## src/rtl/dly_set_pkg.sv

```systemverilog
package dly_set_pkg;
  localparam int unsigned DEFAULT_WIDTH = 8;

  typedef enum logic [1:0] {
    ACC_HOLD     = 2'd0,
    ACC_PAR_OPEN = 2'd1,
    ACC_SER_OPEN = 2'd2,
    ACC_SER_DONE = 2'd3
  } access_e;
endpackage

```

## src/rtl/dly_prev_bit.sv

```systemverilog
module dly_prev_bit (
  input  logic clk,
  input  logic rst,
  input  logic d,
  output logic q
);
  always_ff @(posedge clk) begin
    if (rst) q <= 1'b0;
    else     q <= d;
  end
endmodule

```

## src/rtl/dly_code_store.sv

```systemverilog
module dly_code_store
  import dly_set_pkg::*;
#(
  parameter int unsigned W = DEFAULT_WIDTH
) (
  input  logic         clk,
  input  logic         rst,
  input  access_e      acc,
  input  logic [W-1:0] par_val,
  input  logic [W-1:0] chain_val,
  output logic [W-1:0] code
);
  always_ff @(posedge clk) begin
    if (rst) begin
      code <= '0;
    end else begin
      unique case (acc)
        ACC_PAR_OPEN: code <= par_val;
        ACC_SER_DONE: code <= chain_val;
        default:      code <= code;
      endcase
    end
  end
endmodule

```

## src/rtl/dly_shift_chain.sv

```systemverilog
module dly_shift_chain
  import dly_set_pkg::*;
#(
  parameter int unsigned W = DEFAULT_WIDTH
) (
  input  logic         clk,
  input  logic         rst,
  input  access_e      acc,
  input  logic         step,
  input  logic         sin,
  input  logic [W-1:0] code,
  output logic [W-1:0] word,
  output logic         sout
);
  localparam int unsigned MSB = W - 1;

  always_ff @(posedge clk) begin
    if (rst) begin
      word <= '0;
    end else begin
      unique case (acc)
        ACC_SER_OPEN: if (step) word <= {word[MSB-1:0], sin};
        ACC_SER_DONE: word <= word;
        default:      word <= code;
      endcase
    end
  end

  assign sout = word[MSB];
endmodule

```

## src/rtl/dly_setting_reg.sv

```systemverilog
module dly_setting_reg
  import dly_set_pkg::*;
#(
  parameter int unsigned W = DEFAULT_WIDTH
) (
  input  logic         clk,
  input  logic         rst,
  input  logic         mode_par,
  input  logic         enable,
  input  logic [W-1:0] par_in,
  input  logic         ser_in,
  input  logic         ser_clk,
  output logic         ser_out,
  output logic [W-1:0] dly_code
);
  logic         en_prev;
  logic         sclk_prev;
  logic         sclk_rise;
  logic [W-1:0] chain_word;
  access_e      acc;

  dly_prev_bit u_en_prev (.clk(clk), .rst(rst), .d(enable),  .q(en_prev));
  dly_prev_bit u_sc_prev (.clk(clk), .rst(rst), .d(ser_clk), .q(sclk_prev));

  assign sclk_rise = ser_clk & ~sclk_prev;

  always_comb begin
    if (mode_par)     acc = enable ? ACC_PAR_OPEN : ACC_HOLD;
    else if (enable)  acc = ACC_SER_OPEN;
    else if (en_prev) acc = ACC_SER_DONE;
    else              acc = ACC_HOLD;
  end

  dly_code_store #(.W(W)) u_store (
    .clk(clk), .rst(rst), .acc(acc),
    .par_val(par_in), .chain_val(chain_word), .code(dly_code)
  );

  dly_shift_chain #(.W(W)) u_chain (
    .clk(clk), .rst(rst), .acc(acc), .step(sclk_rise), .sin(ser_in),
    .code(dly_code), .word(chain_word), .sout(ser_out)
  );
endmodule

```

## config.mk

```make
export PLATFORM = sky130hd
export DESIGN_NAME = dly_setting_reg
export DESIGN_NICKNAME = d
export VERILOG_FILES = /design/src/rtl/dly_set_pkg.sv /design/src/rtl/dly_prev_bit.sv /design/src/rtl/dly_code_store.sv /design/src/rtl/dly_shift_chain.sv /design/src/rtl/dly_setting_reg.sv
export SDC_FILE = /design/constraint.sdc
export NUM_CORES = 1
export LEC_CHECK = 0
export CORE_MARGIN = 2
export CORE_UTILIZATION = 33
export CTS_BUF_LIST = sky130_fd_sc_hd__clkbuf_16
export CTS_CLUSTER_SIZE = 12
export DETAILED_ROUTE_END_ITERATION = 8
export PLACE_DENSITY = 0.66
export REMOVE_ABC_BUFFERS = 1
export SLEW_MARGIN = 10
export SYNTH_ARGS = -nofsm -noshare
export SYNTH_HDL_FRONTEND = slang
export SYNTH_SLANG_ARGS = --single-unit
export TNS_END_PERCENT = 20
```

## constraint.sdc

```tcl
create_clock -name clk -period 1.6 [get_ports clk]
set_input_delay 0.32 -clock clk [delete_from_list [all_inputs] [get_ports clk]]
set_output_delay 0.32 -clock clk [all_outputs]
set_load 0.03 [all_outputs]
```

Word level (Yosys, flattened, before mapping)
Cells that the tools add are included.
{"block": "word_totals", "reg_bits": 18}
{"block": "classes", "reduce_logical": 2, "eq_ne": 4, "bitwise_logic": 3, "mux": 7}
{"cell": "one-hot mux 8 bit (2 select lines)", "n": 2}
{"cell": "two-way mux 8 bit", "n": 1}
{"cell": "two-way mux 2 bit", "n": 3}
{"cell": "equality test 2 bit, second input constant", "n": 2}
{"cell": "equality test 2 x 1 -> 1 bit, second input constant", "n": 1}
{"cell": "!= test 2 bit, second input constant", "n": 1}
{"cell": "inverter 1 bit", "n": 2}
{"cell": "AND reduction 2 bit", "n": 1}
{"cell": "nonzero test 2 bit", "n": 1}
{"cell": "AND 1 bit", "n": 1}
{"cell": "two-way mux 1 bit", "n": 1}

Logic depth before layout (Yosys ltp)
Gate-level depths: netlist of run 1.
{"block": "depth", "word_depth": 6, "ltp_mapped": 6, "ltp_nobuf": 3}

Modules after synthesis
From an unflattened synthesis of run 1, not the netlist that was laid out.
{"block": "hier_totals", "cells_unflattened": 90, "area_unflattened_um2": 947.2}
{"mod": "dly_shift_chain", "seq_area_each_um2": 160.2, "n_inst": 1, "area_each_um2": 480.5, "cells_per_inst": 44}
{"mod": "dly_code_store", "seq_area_each_um2": 160.2, "n_inst": 1, "area_each_um2": 366.6, "cells_per_inst": 36}
{"mod": "dly_prev_bit", "seq_area_each_um2": 20.0, "n_inst": 2, "area_each_um2": 33.8, "cells_per_inst": 2}
{"mod": "dly_setting_reg", "seq_area_each_um2": 0.0, "n_inst": 1, "area_each_um2": 32.5, "cells_per_inst": 6}

Worst setup path after synthesis of run 1
Ideal clock, no wire load.
{"block": "synth_path", "kind": "input-to-reg", "start": "input port enable", "end": "register u_chain.word[0]", "setup_slack_ps": 251, "arrival_ps": 1261, "cell_stages": 6, "required_ps": 1512, "path_buffers": 3, "path_cell_list": "buf_6 and3b_4 buf_6 or2_1 buf_6 a311oi_2"}
{"block": "synth_between", "elab_chain_len": 5, "elab_cells_between_ends": 9, "cone_classes": "eq/ne (3); mux (4); bitwise (1); reduce/logical (1)"}
{"element": "from (decl)", "line_no": "dly_setting_reg.sv:9", "source": "input logic enable,"}
{"element": "two-way mux 2 bit or two-way mux 1 bit (tied branches)", "line_no": "dly_setting_reg.sv:29, dly_setting_reg.sv:28"}
{"element": "two-way mux 2 bit *", "line_no": "dly_setting_reg.sv:28", "source": "if (mode_par) acc = enable ? ACC_PAR_OPEN : ACC_HOLD;"}
{"element": "equality test 2 bit", "line_no": "dly_shift_chain.sv:21", "source": "unique case (acc)"}
{"element": "!= test 2 bit (no source line) or inverter 1 bit (tied branches)"}
{"element": "AND reduction 2 bit (no source line)"}
{"element": "to (signal assigned)", "line_no": "dly_shift_chain.sv:22", "source": "ACC_SER_OPEN: if (step) word <= {word[MSB-1:0], sin};"}
{"element": "to (signal assigned)", "line_no": "dly_shift_chain.sv:23", "source": "ACC_SER_DONE: word <= word;"}
{"element": "to (signal assigned)", "line_no": "dly_shift_chain.sv:24", "source": "default: word <= code;"}
{"element": "to (decl)", "line_no": "dly_shift_chain.sv:12", "source": "output logic [W-1:0] word,"}
Mark *: on every way between the ends. The rest lies on a longest branch, timed or not.
A chain may end at the register's enable or synchronous reset.

Final worst setup path of run 1
{"block": "layout_path", "start": "input port enable", "end": "register u_chain.word[5]"}
Same word-level chain as after synthesis.

==> results.tsv, run 1 <==
stage	metric	value	unit
worst_setup_path	regToRegStartpoint	u_sc_prev.q$_SDFF_PP0_	
final_layout	postLayoutCoreUtil	0.492	
floorplan	dieHeight	55.7	um
worst_setup_path	worst_setup_path_end_kind	flip-flop	
routing	ant_nets	0	
routing	dr.pass1.iters	4	
global_route	grt_pass1_wl	3730	um
worst_setup_path	max_stage_delay	0.55	ns
worst_setup_path	cp_cell_sequence	clkdlybuf4s50_1 -> and3b_4 -> buf_4 -> nor3_1 -> a311oi_2	
timing	setup_viol	0	
routing	num_vias	793	
power_and_ir_drop	leakagePower	0.000455	uW
power_and_ir_drop	p_int	906	uW
worst_setup_path	path_max_fanout	8	
floorplan	die_area	3100	sq um
synth	syn_inst	93	
synth	synth_area_leaders	dfxtp_1, a311oi_2, a22oi_1, nand2_1, nand3b_1	
worst_setup_path	worstRegToRegCells	4	
cts	tritoncts	done	
global_route	grt_max_degree	19	
power_and_ir_drop	peakVddDrop	0.000658	V
worst_setup_path	crit_required	1.73	ns
timing	fin_skew	0.000957	ns
floorplan	die_w	55.7	um
synth	netlist_area	882	sq um
timing	fmax	0.665	GHz
floorplan	initial_core_util	0.353	
global_route	grt_use_total	0.153	
final_layout	area_growth	39.4	%
cts	cts_buffer_depth	2	
floorplan	top_level_ports	23	
routing	wl	2090	um
cts	clk_transition_reported_paths	0.05	ns
routing	drc	0	
cts	insertion_delay	0.25	ns
final_layout	final_cells	150	
cts	htree_levels	1	
timing	hold_viol	0	
timing	relSlewSlack	0.795	
routing	vias_per_cell	5.29	
timing	setup-tns-final	0	ns
min_path	hold_start	u_store.code[7]$_SDFFE_PP0P_	
routing	drtIter0Drc	7	
cts	clock_sinks	18	
worst_setup_path	worstSetupStartpointType	input port	
power_and_ir_drop	swShare	0.244	
power_and_ir_drop	power	1200	uW
final_layout	fin_nets	135	
power_and_ir_drop	pwr_density_cell	975	nW/um^2
routing	wl_per_cell	13.9	um
timing	min_period	1.50	ns
synth	synthDistinctLibCells	19	
synth	ys_warn_count	0	
worst_setup_path	critical_path_arrival	1.63	ns
placed_design	hpwl	1520	um
synth	netlist.area_leader.share	0.409	
run_status	status	finished clean	
placed_design	gp_congestion	0.766	
worst_setup_path	critPathBufInv	2	
cts	post_cts_buffers	0	
final_layout	fill_cells	249	
power_and_ir_drop	sequentialPowerShare	0.414	
placed_design	port_buffers	22	
timing	rsz0062_at_grt	no	
power_and_ir_drop	power_frac_comb	0.164	
worst_setup_path	critPathSlowestCell	clkdlybuf4s50_1	
worst_setup_path	crit_type	input port to flip-flop	
timing	finalMaxSlewViolations	0	
worst_setup_path	ff2ff_setup_slack	0.47	ns
power_and_ir_drop	power_switching	293	uW
timing	whs	0.502	ns
synth	synth_area_leader_cell	dfxtp_1	
job	max_cap_violations	0	
floorplan	core	2500	sq um
placed_design	dp_cells	146	
power_and_ir_drop	clkPwrFrac	0.423	
final_layout	antenna_cells	0	
timing	fin_crit_sh	0.941	
synth	ys_seq_area_frac	0.409	
synth	synth.avg_cell_area	9.48	sq um
floorplan	rows	18	
cts	numCtsBuffers	3	
min_path	hold_class	flip-flop to flip-flop	
synth	synth_seq_cells	18	
global_route	antenna_found_initial	0	
worst_setup_path	r2r-end	u_chain.word[5]$_SDFFE_PP0P_	
final_layout	drive_gt1_frac	0.217	
cts	clock_tree.root_cell	clkbuf_16	
min_path	holdPathEnd	u_store.code[7]$_SDFFE_PP0P_	
global_route	grt_pass1_vias	829	
min_path	hold-path-cell-count	2	
timing	worst_pin_slew	0.308	ns
global_route	grt-ovfl-total	0	
worst_setup_path	cp_top_family	buffers and inverters	
Yosys cell counts:
library cell and instances:
and3b_4 1, a311oi_2 8, or2_1 1, buf_2 1, buf_6 3, buf_1 2
and2_0 1, nor3_1 8, clkbuf_1 3, nand2_1 16, o21bai_2 1, a21oi_1 8
or2b_1 1, nand3b_1 8, nor2b_1 3, dfxtp_1 18, nor3b_2 1, or3b_2 1
a22oi_1 8
worst max-delay path by stage:
stage                     startpoint                            to  cells after the start
after floorplan               enable  u_chain.word[0]$_SDFFE_PP0P_                      3
after global placement        enable  u_chain.word[7]$_SDFFE_PP0P_                      4
after detailed placement      enable  u_chain.word[5]$_SDFFE_PP0P_                      4
after CTS                     enable  u_store.code[4]$_SDFFE_PP0P_                      4
after global routing          enable  u_chain.word[1]$_SDFFE_PP0P_                      5
final                         enable  u_chain.word[5]$_SDFFE_PP0P_                      5
per-stage QoR:
stage	worst slack, ns	cell area [sq um]
floorplan	0.393	825
global placement	-0.195	1160
detailed placement	-0.276	1160
CTS	0.0558	1230
global route	0.00861	1230
finish	0.0952	1230
final cells by class:
cell class              instances  area, sq um  share of cell area
clock buffers                   3         75.1              0.0610
clock inverters                 1         3.75             0.00305
multi-input cells              66          469               0.381
flip-flops and latches         18          360               0.293
well taps                      30         37.5              0.0305
repair buffers                 32          284               0.231
kinds of logic (layout without fill, tap and decap cells):
kind of cell	count (synthesis)	count (layout)	share of synthesized area
flops	18	18	0.409
compound gates	25	25	0.262
simple gates	41	41	0.264
buf+inv	9	36	0.0652
tightest hold or removal path, cell delays in order, from the launching register on:
cell	delay [ns]
dfxtp_1	0.32
nand3b_1	0.08
a21oi_1	0.06
state kept, by name, summed over array words and instances (netlist names):
signal,cells
u_sc_prev.q,1
u_store.code,8
u_en_prev.q,1
u_chain.word,8
power groups by stage:
stage	Sequential, uW	Clock, uW	Combinational (uW)
after floorplan	524	0	79.1
after global routing	500	541	214
after global placement	505	0	198
final	496	507	196
after detailed placement	506	0	203
after CTS	496	520	197
layer usage:
layer / vias up / GRT usage / share of wire / routed length (um)
met5: - / 0 / 0 / 0
li1: 394 / - / - / -
met3: 5 / 0.0419 / 0.051 / 107
met4: 0 / 0.0906 / 0.022 / 46
met2: 19 / 0.245 / 0.49 / 1030
met1: 375 / 0.182 / 0.43 / 902
cell usage in the layout (no fill, tap or decap), types with 3 or more instances in the layout:
master,n
a21oi_1,8
dfxtp_1,18
nand2_1,16
a22oi_1,8
dlygate4sd2_1,9
a311oi_2,8
nor2b_1,3
clkbuf_16,3
nand3b_1,8
nor3_1,8
buf_4,10
clkdlybuf4s50_1,13
timing repair:
action,in CTS,in global routing
hold buffers,0,0
setup endpoints to repair,10,7
gates cloned,0,0
resized for setup,10,1
No activity file was read; power rests on OpenSTA's default activity.
==> run 2, diff against run 1 <==
Settings changed: CORE_ASPECT_RATIO set to 1.25.
==> results.tsv, run 2 (same netlist as run 1, synthesis figures left out) <==
stage	metric	value	unit	change
timing	whs	0.500	ns	was 0.502 ns
worst_setup_path	cp_top_family	simple AND/OR/NAND/NOR gates		was buffers and inverters
final_layout	top_regs	u_chain.word: 8 flops, u_store.code: 8 flops		unchanged
floorplan	dieHeight	61.8	um	was 55.7 um
final_layout	drive_gt1_frac	0.217		unchanged
timing	setup-tns-final	0	ns	unchanged
routing	drtIter0Drc	14		was 7
min_path	hold_class	flip-flop to flip-flop		unchanged
floorplan	die_w	50.2	um	was 55.7 um
timing	relSlewSlack	0.791		was 0.795
final_layout	antenna_cells	0		unchanged
final_layout	final_cell_mix	dfxtp_1, nand2_1, clkdlybuf4s50_1		unchanged
floorplan	die_area	3110	sq um	was 3100 sq um
floorplan	core	2480	sq um	was 2500 sq um
global_route	grt_max_degree	19		unchanged
worst_setup_path	crit_type	input port to flip-flop		unchanged
power_and_ir_drop	peakVddDrop	0.000485	V	was 0.000658 V
timing	min_period	1.54	ns	was 1.50 ns
worst_setup_path	cp_cell_sequence	clkdlybuf4s50_1 -> or3b_2 -> nand3b_1 -> a21oi_1		was clkdlybuf4s50_1 -> and3b_4 -> buf_4 -> nor3_1 -> a311oi_2
routing	wl	2130	um	was 2090 um
worst_setup_path	critPathBufInv	1		was 2
worst_setup_path	path_max_fanout	8		unchanged
timing	fin_crit_sh	0.963		was 0.941
routing	wl_met2	1000	um	was 1030 um
cts	insertion_delay	0.25	ns	about the same
timing	fin_ws	0.0592	ns	was 0.0952 ns
floorplan	top_level_ports	23		unchanged
placed_design	place_ws	-0.245	ns	was -0.276 ns
timing	worst_pin_slew	0.315	ns	was 0.308 ns
global_route	grt-ovfl-total	0		unchanged
global_route	grt_use_total	0.157		was 0.153
placed_design	dp_cells	149		was 146
cts	numCtsBuffers	3		unchanged
worst_setup_path	critical_path_arrival	1.67	ns	was 1.63 ns
final_layout	fin_nets	135		unchanged
routing	vias_per_cell	5.29		about the same
floorplan	initial_core_util	0.356		was 0.353
worst_setup_path	worst_setup_path_end_kind	flip-flop		unchanged
cts	htree_levels	1		unchanged
final_layout	area_growth	39.6	%	was 39.4%
run_status	status	finished clean		unchanged
routing	drc	0		unchanged
worst_setup_path	max_stage_delay	0.62	ns	was 0.55 ns
routing	wl_per_cell	13.9	um	about the same
job	max_cap_violations	0		unchanged
power_and_ir_drop	pwr_density_cell	971	nW/um^2	was 975 nW/um^2
floorplan	rows	20		was 18
timing	finalMaxSlewViolations	0		unchanged
cts	post_cts_buffers	0		unchanged
routing	dr.max_layer_used	met4		unchanged
worst_setup_path	crit_required	1.73	ns	about the same
timing	fin_skew	0.00368	ns	was 0.000957 ns
routing	ant_nets	0		unchanged
timing	fmax	0.649	GHz	was 0.665 GHz
global_route	antenna_found_initial	0		unchanged
cts	cts_buffer_depth	2		unchanged
timing	setup_viol	0		unchanged
cts	tritoncts	done		unchanged
routing	num_vias	809		was 793
final_layout	final_common_cell	dfxtp_1		unchanged
worst_setup_path	worstSetupStartpointType	input port		unchanged
routing	wl_met1	988	um	was 902 um
final_layout	final_cells	153		was 150
cts	clock_sinks	18		unchanged
placed_design	port_buffers	22		unchanged
timing	rsz0062_at_grt	no		unchanged
cts	clk_transition_reported_paths	0.05	ns	about the same
placed_design	hpwl	1530	um	was 1520 um
worst_setup_path	ff2ff_setup_slack	0.35	ns	was 0.47 ns
global_route	grt_pass1_wl	3550	um	was 3730 um
cts	hold_buffers	0		unchanged
placed_design	gp_congestion	0.758		was 0.766
routing	wl_met3	83	um	was 107 um
worst_setup_path	critPathSlowestCell	or3b_2		was clkdlybuf4s50_1
cts	clock_tree.root_cell	clkbuf_16		unchanged
timing	hold_viol	0		unchanged
global_route	grt_pass1_vias	790		was 829
routing	dr.pass1.iters	4		unchanged
power_and_ir_drop	leakagePower	0.000454	uW	was 0.000455 uW
run 2: cell counts in the layout (fill, tap and decap cells not counted):
Identical to the previous run, type by type.
run 2: where the power goes:
part           leakage [uW]  switching (uW)  internal, uW
Combinational      0.000268            98.8          97.1
Sequential         0.000148            19.9           476
Clock             0.0000385             171           332
run 2: worst register-to-register path: stages (launching register included):
cell,delay (ns)
dfxtp_1,0.35
or3b_2,0.58
nand3b_1,0.14
a21oi_1,0.07
run 2: per-layer routing:
metal / vias up / track usage
met2: 24 / 0.256
met5: - / 0
met3: 5 / 0.0239
li1: 393 / -
met4: 0 / 0.119
met1: 387 / 0.188
run 2: area by class of cell:
type	count	area [sq um]
Fill cell	238	1250
Multi-Input combinational cell	66	467
Clock inverter	1	3.75
Tap cell	33	41.3
Timing Repair Buffer	32	284
Clock buffer	3	75.1
Sequential cell	18	360
run 2: stage by stage:
step           total power [uW]  area, sq um   util
6_report                   1200         1230  0.497
5_1_grt                    1240         1230  0.497
4_1_cts                    1200         1230  0.496
3_5_place_dp                708         1160  0.469
3_3_place_gp                702         1160  0.469
2_1_floorplan               603          825      -
run 2: worst paths after layout:
| path | from | end | cells after the start |
|---|---|---|---|
| max | enable | u_store.code[2]$_SDFFE_PP0P_ | 4 |
| min | u_store.code[1]$_SDFFE_PP0P_ | u_store.code[1]$_SDFFE_PP0P_ | 2 |
| max reg2reg | u_en_prev.q$_SDFF_PP0_ | u_store.code[2]$_SDFFE_PP0P_ | 3 |
| min reg2reg | u_store.code[1]$_SDFFE_PP0P_ | u_store.code[1]$_SDFFE_PP0P_ | 2 |
run 2: timing repair:
action                     4_1_cts  5_1_grt
resized for setup                9        1
setup endpoints to repair        9        8
cloned                           0        0
